[config.mk]
export PLATFORM = sky130hd
export DESIGN_NAME = rt_cmd_addr_gen
export DESIGN_NICKNAME = d
export VERILOG_FILES = /design/src/rtl/rt_addr_pkg.sv /design/src/rtl/rt_addr_match.sv /design/src/rtl/rt_word_counter.sv /design/src/rtl/rt_addr_mux.sv /design/src/rtl/rt_cmd_addr_gen.sv
export SDC_FILE = /design/constraint.sdc
export NUM_CORES = 1
export LEC_CHECK = 0
export BUFFER_PORTS_ARGS = -buffer_cell sky130_fd_sc_hd__buf_2
export CORE_MARGIN = 2
export CORE_UTILIZATION = 40
export CTS_CLUSTER_DIAMETER = 50
export CTS_CLUSTER_SIZE = 16
export DETAILED_ROUTE_END_ITERATION = 7
export GPL_TIMING_DRIVEN = 0
export SYNTH_ARGS = -nofsm -noshare
export SYNTH_HDL_FRONTEND = slang
export SYNTH_SLANG_ARGS = --single-unit
[constraint.sdc]
create_clock -name clk -period 3.94 [get_ports clk]
set_input_delay 0.197 -clock clk [delete_from_list [all_inputs] [get_ports clk]]
set_output_delay 0.197 -clock clk [all_outputs]
set_load 0.05 [all_outputs]
[src/rtl/rt_addr_pkg.sv]
package rt_addr_pkg;
  localparam int FLD_W   = 5;
  localparam int CMD_W   = 16;
  localparam int BODY_W  = 2 * FLD_W + 1;
  localparam int CNT_W   = FLD_W + 1;
  localparam int SADDR_W = 2 * FLD_W + 4;
  localparam logic [FLD_W-1:0] FLD_ONES = '1;

  typedef enum logic [1:0] {PH_IDLE, PH_PEND, PH_CMD, PH_DATA} phase_t;

  typedef struct packed {
    logic             bcast;
    logic             tx;
    logic [FLD_W-1:0] sa;
    logic [FLD_W-1:0] cnt_fld;
  } cmd_lat_t;

  function automatic logic is_mode_sa(input logic [FLD_W-1:0] sa);
    return (sa == '0) || (sa == FLD_ONES);
  endfunction

  // number of data words a latched command carries
  function automatic logic [CNT_W-1:0] words_due(input logic mode,
                                                 input logic [FLD_W-1:0] fld);
    if (mode) return fld[FLD_W-1] ? CNT_W'(1) : '0;
    return (fld == '0) ? CNT_W'(1 << FLD_W) : {1'b0, fld};
  endfunction

  function automatic logic odd_par(input logic [FLD_W-1:0] a, input logic p);
    return ^{a, p};
  endfunction
endpackage

[src/rtl/rt_addr_match.sv]
module rt_addr_match
  import rt_addr_pkg::*;
#(
  parameter int FW = FLD_W
) (
  input  logic [FW-1:0] rt_fld,
  input  logic [FW-1:0] own_addr,
  input  logic          own_par,
  output logic          hit,
  output logic          bcast
);
  assign bcast = &rt_fld;
  assign hit   = bcast | ((rt_fld == own_addr) & (^{own_addr, own_par}));
endmodule

[src/rtl/rt_word_counter.sv]
module rt_word_counter #(
  parameter int W = 6
) (
  input  logic         clk,
  input  logic         rst_n,
  input  logic         clear,
  input  logic         step,
  output logic [W-1:0] count
);
  always_ff @(posedge clk or negedge rst_n) begin
    if (!rst_n)     count <= '0;
    else if (clear) count <= '0;
    else if (step)  count <= count + 1'b1;
  end
endmodule

[src/rtl/rt_addr_mux.sv]
module rt_addr_mux
  import rt_addr_pkg::*;
(
  input  cmd_lat_t           lat,
  input  logic               cmd_phase,
  input  logic               data_phase,
  input  logic               mode,
  input  logic               upper,
  input  logic               byte_mode,
  input  logic [FLD_W-1:0]   cnt_lo,
  output logic [SADDR_W-1:0] addr
);
  logic [FLD_W-1:0] low;
  logic             bsel;

  always_comb begin
    if (cmd_phase)       low = mode ? lat.cnt_fld : '0;
    else if (data_phase) low = mode ? lat.cnt_fld : cnt_lo;
    else                 low = lat.cnt_fld;
  end

  assign bsel = byte_mode ? upper : 1'b1;
  assign addr = {lat.bcast, lat.tx, lat.sa, ~cmd_phase, low, bsel};
endmodule

[src/rtl/rt_cmd_addr_gen.sv]
module rt_cmd_addr_gen
  import rt_addr_pkg::*;
(
  input  logic               clk,
  input  logic               rst_n,
  input  logic               cmd_valid,
  input  logic [CMD_W-1:0]   cmd_word,
  input  logic [FLD_W-1:0]   rt_addr,
  input  logic               rt_par,
  input  logic               byte_mode,
  input  logic               bus_grant,
  input  logic               xfer_done,
  input  logic               xfer_timeout,
  output logic               in_cmd,
  output logic [SADDR_W-1:0] sub_addr
);
  phase_t            st;
  cmd_lat_t          lat;
  logic              pend_bc;
  logic [BODY_W-1:0] pend_body;
  logic              upper;
  logic [CNT_W-1:0]  cnt;
  logic [CNT_W-1:0]  total;
  logic              hit, bc, accept;
  logic              cmd_phase, data_phase, mode_lat;
  logic              word_done, half_done, cmd_end, word_step, last_word;

  rt_addr_match #(.FW(FLD_W)) u_match (
    .rt_fld   (cmd_word[CMD_W-1 -: FLD_W]),
    .own_addr (rt_addr),
    .own_par  (rt_par),
    .hit      (hit),
    .bcast    (bc)
  );

  assign accept     = cmd_valid & hit & (st == PH_IDLE);
  assign cmd_phase  = (st == PH_CMD);
  assign data_phase = (st == PH_DATA);
  assign in_cmd     = data_phase;
  assign mode_lat   = is_mode_sa(lat.sa);
  assign total      = words_due(mode_lat, lat.cnt_fld);

  // a word ends on its last byte, or at once on a timeout
  assign word_done  = xfer_timeout | (xfer_done & (~byte_mode | ~upper));
  assign half_done  = xfer_done & byte_mode & upper & ~xfer_timeout;
  assign cmd_end    = cmd_phase & word_done;
  assign word_step  = data_phase & word_done;
  assign last_word  = word_step & (CNT_W'(cnt + 1'b1) == total);

  rt_word_counter #(.W(CNT_W)) u_cnt (
    .clk   (clk),
    .rst_n (rst_n),
    .clear (cmd_end),
    .step  (word_step),
    .count (cnt)
  );

  always_ff @(posedge clk or negedge rst_n) begin
    if (!rst_n) begin
      st        <= PH_IDLE;
      lat       <= '0;
      pend_bc   <= 1'b0;
      pend_body <= '0;
      upper     <= 1'b1;
    end else begin
      case (st)
        PH_IDLE: if (accept) begin
          pend_bc   <= bc;
          pend_body <= cmd_word[BODY_W-1:0];
          st        <= PH_PEND;
        end
        PH_PEND: if (bus_grant) begin
          lat   <= {pend_bc, pend_body};
          upper <= 1'b1;
          st    <= PH_CMD;
        end
        PH_CMD: begin
          if (word_done) begin
            upper <= 1'b1;
            st    <= (total == '0) ? PH_IDLE : PH_DATA;
          end else if (half_done) begin
            upper <= 1'b0;
          end
        end
        PH_DATA: begin
          if (word_done) begin
            upper <= 1'b1;
            if (last_word) st <= PH_IDLE;
          end else if (half_done) begin
            upper <= 1'b0;
          end
        end
        default: st <= PH_IDLE;
      endcase
    end
  end

  rt_addr_mux u_mux (
    .lat        (lat),
    .cmd_phase  (cmd_phase),
    .data_phase (data_phase),
    .mode       (mode_lat),
    .upper      (upper),
    .byte_mode  (byte_mode),
    .cnt_lo     (cnt[FLD_W-1:0]),
    .addr       (sub_addr)
  );
endmodule

==> results of run 1 <==
==> power groups by stage <==
stage | combinational, mW | clock, mW | sequential, mW
6_report | 0.867 | 0.303 | 0.610
3_5_place_dp | 0.871 | 0 | 0.616
5_1_grt | 0.944 | 0.322 | 0.637
3_3_place_gp | 0.861 | 0 | 0.614
2_1_floorplan | 0.718 | 0 | 0.575
4_1_cts | 0.873 | 0.310 | 0.611
==> worst paths after layout <==
path                             start             end  slack, ns  cells after the start
max                             lat[5]     sub_addr[4]       1.59                      6
min                        cmd_word[7]    pend_body[7]       0.14                      2
max reg2reg                      st[0]    pend_body[6]       1.83                      6
min reg2reg                    lat[11]         lat[11]       0.49                      2
max in group asynchronous        rst_n    pend_body[4]       2.96                      2
min in group asynchronous        rst_n  u_cnt.count[5]       0.51                      2
==> kinds of logic (layout without fill, tap and decap cells) <==
family	count (synthesis)	in the layout	share of synthesized area
and+or+nand+nor	51	51	0.131
xor gates and xnor gates	15	15	0.0713
adders and majority gates	1	1	0.00679
DFF	33	33	0.449
AOI/OAI and AO/OA	35	35	0.122
buffers and inverters	18	69	0.0618
muxes	25	25	0.158
==> through the flow <==
step | power [mW] | cells
2_1_floorplan | 1.29 | 178
3_3_place_gp | 1.48 | 273
3_5_place_dp | 1.49 | 273
4_1_cts | 1.79 | 281
5_1_grt | 1.90 | 281
6_report | 1.78 | 281
==> layer usage <==
metal | global-route usage | up-vias
met4 | 0.0629 | 0
met5 | 0 | -
met3 | 0.0366 | 6
li1 | - | 722
met2 | 0.237 | 28
met1 | 0.224 | 651
==> flip-flops by register name, indices dropped and copies added (netlist names) <==
name and flops:
pend_bc 1, pend_body 11, upper 1, u_cnt.count 6, lat 12, st 2
==> cell usage in the layout, fill, tap and decap left out, drive strengths merged, types with 3 or more instances in the layout <==
| cell type | instances |
|---|---|
| nand3 | 11 |
| xor2 | 5 |
| dfrtp | 32 |
| a21oi | 5 |
| inv | 6 |
| mux2 | 23 |
| clkbuf | 6 |
| nor2 | 6 |
| nand2 | 24 |
| o21ai | 15 |
| a21o | 3 |
| xnor2 | 10 |
| buf | 54 |
==> what timing repair did <==
item,4_1_cts,5_1_grt
endpoints found under the setup margin,0,0
endpoints found under the hold margin,5,0
setup buffers,0,0
hold buffers,1,0
==> final cells by class <==
cell class | count | share of cell area
clock inverters | 2 | 0.0157
clock buffers | 5 | 0.0308
inverters | 6 | 0.0101
plain buffers | 12 | 0.0408
flip-flops and latches | 33 | 0.370
well taps | 52 | 0.0291
repair buffers | 44 | 0.101
multi-input cells | 127 | 0.403
==> critical path: cells and delay by family, from the launching register on <==
family	cells	cell delay, ns
and+or+nand+nor	3	0.90
DFF	1	0.41
buffers and inverters	1	0.28
muxes	1	0.20
AOI/OAI and AO/OA	1	0.07
==> metrics.md, run 1 <==
| Metric | Value |
|---|---|
| Outcome | `complete, no violations` |
| Slew headroom | `0.511` |
| Fill cell count | `416` |
| Total Routing Usage GR | `0.159` |
| Router iterations before antenna repair | `4` |
| Main synth FF type | `dfrtp_1` |
| Std-Cell Rows | `24` |
| Syn_nets | `208` |
| Top-count cell post-synth | `dfrtp_1` |
| CTS Buffer Depth | `2` |
| Diode count | `0` |
| Max-cap violations | `0` |
| CP most frequent cell | `nand2_1` |
| Synthesized area per cell | `10.4 sq um` |
| Fin crit share | `0.596` |
| Peak Freq | `0.426 GHz` |
| I/O pins | `44` |
| Core ar. | `0.00438 sq mm` |
| GRT overflow | `0` |
| Met3 routed WL | `172 um` |
| Setup WS post-layout | `between 1.5 and 2 ns` |
| Multi-input combinational cell area | `902 sq um` |
| Slew Viols, Final | `0` |
| Pin count of the biggest net entering global routing | `34` |
| Post-synth top cells | `32 x dfrtp_1, 23 x mux2_2, 23 x nand2_1, 15 x o21ai_0, 11 x nand3_1` |
| Post-synth cell types | `41` |
| Met2 wire length | `1690 um` |
| Post-synth EDFFs | `0` |
| DRT antenna net count | `0` |
| Skew-Pair Late Insertion Delay | `0.28 ns` |
| Cts bufs inserted | `5` |
| Die area | `0.00517 sq mm` |
| Reg power frac | `0.343` |
| Clk pwr share | `0.170` |
| Ys async rst share | `1.00` |
| Share of cells above drive strength 1 | `0.397` |
| Clk sinks | `33` |
| Post-DP Area | `0.00212 sq mm` |
| CTS Root Cell | `clkbuf_8` |
| CP peak stage delay | `roughly 0.48 ns` |
| Synth Cell Area | `0.00184 sq mm` |
| DRC viols | `0` |
| Yosys top cell area share | `0.434` |
| Layout Area Growth over Synthesis | `21.4%` |
| WP data arrival | `around 2.2 ns` |
| Initial DRC count | `98` |
| Final net count | `259` |
| CP Cell Sequence | `nor4_1 > mux2i_4 > nand2_1 > nand2_1 > o21ai_0 > buf_2` |
| Resized cells post-CTS | `0` |
| Psw | `765 uW` |
| Crit Path Category | `flip-flop to primary output` |
| Final hold violations | `0` |
| Yosys warning total | `0` |
| Dpl hpwl | `2770 um` |
| Power Density | `796 mW/mm^2` |
| PortBufs | `43` |
| TNS Setup | `0 ns` |
| Final Routed Wirelength | `3750 um` |
| Clock-pin slew on the worst setup and hold paths | `0.07 ns` |
| Min-delay worst type | `input pin to flip-flop` |
| Hold slack | `between 0.1 and 0.15 ns` |
| Final Cell Area | `0.00224 sq mm` |
| Initial Utilization | `0.420` |
| CP max-delay cell | `nor4_1` |
| Metal-1 WL | `1830 um` |
| RSZ-0062 raised after global routing | `no` |
| Final setup viols | `0` |
| Vias per cell | `5.01` |
| Switching share of power | `0.430` |
| WL/cell | `around 13 um` |
| Initial antenna violation count | `0` |
| Ranking of synthesized cells by area | `dfrtp_1 43%, mux2_2 14%, xnor2_1 4.8%` |
| Chip width | `71.9 um` |
| Vias in the first global route | `1354` |
| H-tree levels | `2` |
| Slew @ Worst Pin | `about 0.73 ns` |
| Clk_skew | `0.00314 ns` |
| Area leader, netlist | `dfrtp_1` |
| Post-Syn Instances | `178` |
| Max Used Layer | `met4` |
| P_leak | `approximately 1.1 nW` |
| Combinational fraction of design power | `0.487` |
| P_int | `a little over 1 mW` |
| Peak supply drop | `slightly below 0.5 mV` |
| Sequential Area | `827 sq um` |
| Setup slack at placement | `1.81 ns` |
| Register area share after synthesis | `0.449` |
| Critical path endpoint category | `primary output` |
| Fin util | `0.510` |
| Routed vias | `1407` |
| CTS tree | `built` |
| Crit Path Max Fanout | `10` |
| Die height | `71.9 um` |
| First-pass GRT wire length | `roughly 6400 um` |
| Synth Register Bits | `33` |
| Startpoint Class | `flip-flop` |
| Critical Path RT | `~3.7 ns` |
| Min cycle time layout | `2.35 ns` |
| Placer Congestion | `0.835` |
(Power assumes the default switching activity.)
==> run 2: changes to the inputs <==
==> constraint.sdc (replaced) <==
create_clock -name clk -period 2.3 [get_ports clk]
set_input_delay 0.115 -clock clk [delete_from_list [all_inputs] [get_ports clk]]
set_output_delay 0.115 -clock clk [all_outputs]
set_load 0.05 [all_outputs]
==> run 2 against run 1 <==
First-iteration DRC count fell by 26%. Register-to-register slack lost 1.6 ns. Via count increased by 0.43%. Global-route usage is the same. Die area unchanged. Flip-flop and latch count did not move. Largest cell class unchanged. Highest routed layer unchanged.
==> metrics.md, run 2 (same netlist as run 1, synthesis figures left out) <==
| Metric | Value |
|---|---|
| Clk sinks | `33 (unchanged)` |
| H-tree levels | `2 (unchanged)` |
| Final setup viols | `0 (unchanged)` |
| CP Cell Sequence | `and4_1 > mux2i_4 > nand2_1 > o21ai_0 > buf_2` |
| RSZ-0062 raised after global routing | `no` |
| GR peak layer | `met2` |
| Slew headroom | `0.506 (-0.00521)` |
| Post-DP Area | `0.00212 sq mm (unchanged)` |
| Switching share of power | `0.430 (about the same)` |
| Max-cap violations | `0 (unchanged)` |
| Diode count | `0 (unchanged)` |
| Power Density | `1360 mW/mm^2 (+71%)` |
| Psw | `1.31 mW (+72%)` |
| Commonest non-fill, non-tap cells in the layout | `43 x buf_2, 32 x dfrtp_1, 23 x nand2_1, 23 x mux2_2, 15 x o21ai_0` |
| Die height | `71.9 um (unchanged)` |
| Clock-pin slew on the worst setup and hold paths | `0.07 ns (about the same)` |
| WL/cell | `13.3 um (-0.13%)` |
| Crit path buf inv count | `1 (unchanged)` |
| Outcome | `complete, no violations` |
| Vias in the first global route | `1354 (unchanged)` |
| Placer Congestion | `0.835 (unchanged)` |
| Slew @ Worst Pin | `0.741 ns (+0.00782 ns)` |
| Clk pwr share | `0.169 (about the same)` |
| Min cycle time layout | `2.15 ns` |
| Initial antenna violation count | `0 (unchanged)` |
| Share of cells above drive strength 1 | `0.406 (+0.00873)` |
| GR Layer Usage met2 | `0.237 (unchanged)` |
| Peak Freq | `0.464 GHz` |
| TNS Setup | `0 ns (unchanged)` |
| Final hold violations | `0 (unchanged)` |
| Skew-Pair Late Insertion Delay | `0.28 ns (about the same)` |
| CTS Buffer Depth | `2 (unchanged)` |
| Combinational fraction of design power | `0.488 (about the same)` |
| Total Routing Usage GR | `0.159 (unchanged)` |
| Leading cell type in the layout, fill and taps excluded | `buf_2` |
| P_int | `1.75 mW (+72%)` |
| Vias per cell | `5.03 (+0.43%)` |
| Total design power | `3.06 mW (+72%)` |
| Crit Path Category | `flip-flop to primary output` |
| Pin count of the biggest net entering global routing | `34 (unchanged)` |
| Cts bufs inserted | `5 (unchanged)` |
| CP max-delay cell | `dfrtp_1` |
| DRT antenna net count | `0 (unchanged)` |
| I/O pins | `44 (unchanged)` |
| Fin crit share | `0.937` |
| WP data arrival | `2.04 ns (-0.11 ns)` |
| Final Cell Area | `0.00225 sq mm (+0.67%)` |
| Min-delay worst type | `input pin to flip-flop` |
| Die area | `0.00517 sq mm (unchanged)` |
| Final net count | `259 (unchanged)` |
| GRT overflow | `0 (unchanged)` |
| PortBufs | `43 (unchanged)` |
| CTS tree | `built` |
| CP peak stage delay | `0.41 ns (-0.07 ns)` |
| P_leak | `1.08 nW (about the same)` |
| Critical path endpoint category | `primary output` |
| Critical Path RT | `2.18 ns (-1.56 ns)` |
| Max FFs per register | `12 (unchanged)` |
| Setup repair bufs after CTS | `0 (unchanged)` |
| Final Routed Wirelength | `3750 um (-0.13%)` |
| Initial Utilization | `0.420 (unchanged)` |
| M3 GR Usage | `0.0366 (unchanged)` |
| Router iterations before antenna repair | `4 (unchanged)` |
| Startpoint Class | `flip-flop` |
| Crit Path Max Fanout | `10 (unchanged)` |
| Dpl cells | `273 (unchanged)` |
| Core ar. | `0.00438 sq mm (unchanged)` |
| Std-Cell Rows | `24 (unchanged)` |
| Slew Viols, Final | `0 (unchanged)` |
| First-pass GRT wire length | `6440 um (unchanged)` |
| Chip width | `71.9 um (unchanged)` |
| Hold slack | `0.0608 ns (-0.0808 ns)` |
| CTS Root Cell | `clkbuf_8` |
| Non-Filler Instances | `281 (unchanged)` |
| Dpl hpwl | `2770 um (unchanged)` |
| Initial DRC count | `73 (-26%)` |
| Met1 track demand over resource | `0.224 (unchanged)` |
| Largest delay share family, worst path | `simple AND/OR/NAND/NOR gates` |
| Clk_skew | `0.00295 ns (-0.000194 ns)` |
| DRC viols | `0 (unchanged)` |
| Layout Area Growth over Synthesis | `22.2%` |
| Top Registers | `lat x12, pend_body x11, u_cnt.count x6` |
| Routed vias | `1413 (+0.43%)` |
| Top reg by flops | `lat` |
| Peak supply drop | `0.843 mV (+72%)` |
| Reg power frac | `0.343 (about the same)` |
[run 2: cell count changes in the layout (fill, tap and decap cells not counted)]
cell / delta
buf_2: -1
clkbuf_4: +1
nor4_1: -2
nor4_2: +2
[run 2: cell type report]
class | instances | area [sq um]
Inverter | 6 | 22.5
Clock buffer | 5 | 68.8
Fill cell | 415 | 2130
Multi-Input combinational cell | 127 | 915
Sequential cell | 33 | 827
Tap cell | 52 | 65.1
Clock inverter | 2 | 35.0
Buffer | 12 | 93.8
Timing Repair Buffer | 44 | 225
[run 2: final timing paths]
kind / slack [ns] / endpoint / cells past startpoint / start
hold / removal: 0.06 / pend_body[7] / 2 / cmd_word[7]
setup / recovery: 0.15 / sub_addr[1] / 5 / lat[8]
max in group asynchronous: 1.40 / pend_body[4] / 2 / rst_n
setup reg to reg: 0.24 / pend_body[6] / 6 / st[0]
hold reg to reg: 0.49 / lat[11] / 2 / lat[11]
min in group asynchronous: 0.43 / u_cnt.count[5] / 2 / rst_n
[run 2: worst reg2reg max path: stages, from the launching register on]
cell and delay [ns]:
dfrtp_1 0.43, inv_1 0.18, nand3_1 0.17, nor4_2 0.30, a21o_1 0.25, clkbuf_4 0.26
mux2_2 0.36
[run 2: stage by stage]
stage	worst slack, ns	util
after global routing	0.00402	0.514
after detailed placement	0.171	0.484
after CTS	0.0379	0.510
after floorplan	0.00693	-
final	0.146	0.514
after global placement	0.112	0.484
[run 2: timing repair]
| action | CTS | global route |
|---|---|---|
| hold buffers | 1 | 0 |
| resized for setup | 0 | 3 |
| endpoints found under the setup margin | 0 | 12 |
| endpoints found under the hold margin | 32 | 0 |
[run 2: metal layers]
| layer | vias up | share of wire |
|---|---|---|
| met5 | - | 0 |
| met4 | 0 | 0.015 |
| met3 | 6 | 0.050 |
| met2 | 30 | 0.45 |
| met1 | 655 | 0.48 |
| li1 | 722 | - |
[run 2: power groups by stage]
stage                     clock (mW)  sequential, mW  combinational (mW)
final                          0.518            1.05                1.49
after global routing           0.551            1.10                1.62
after CTS                      0.531            1.05                1.50
after detailed placement           0            1.06                1.49
after global placement             0            1.05                1.47
after floorplan                    0           0.985                1.23
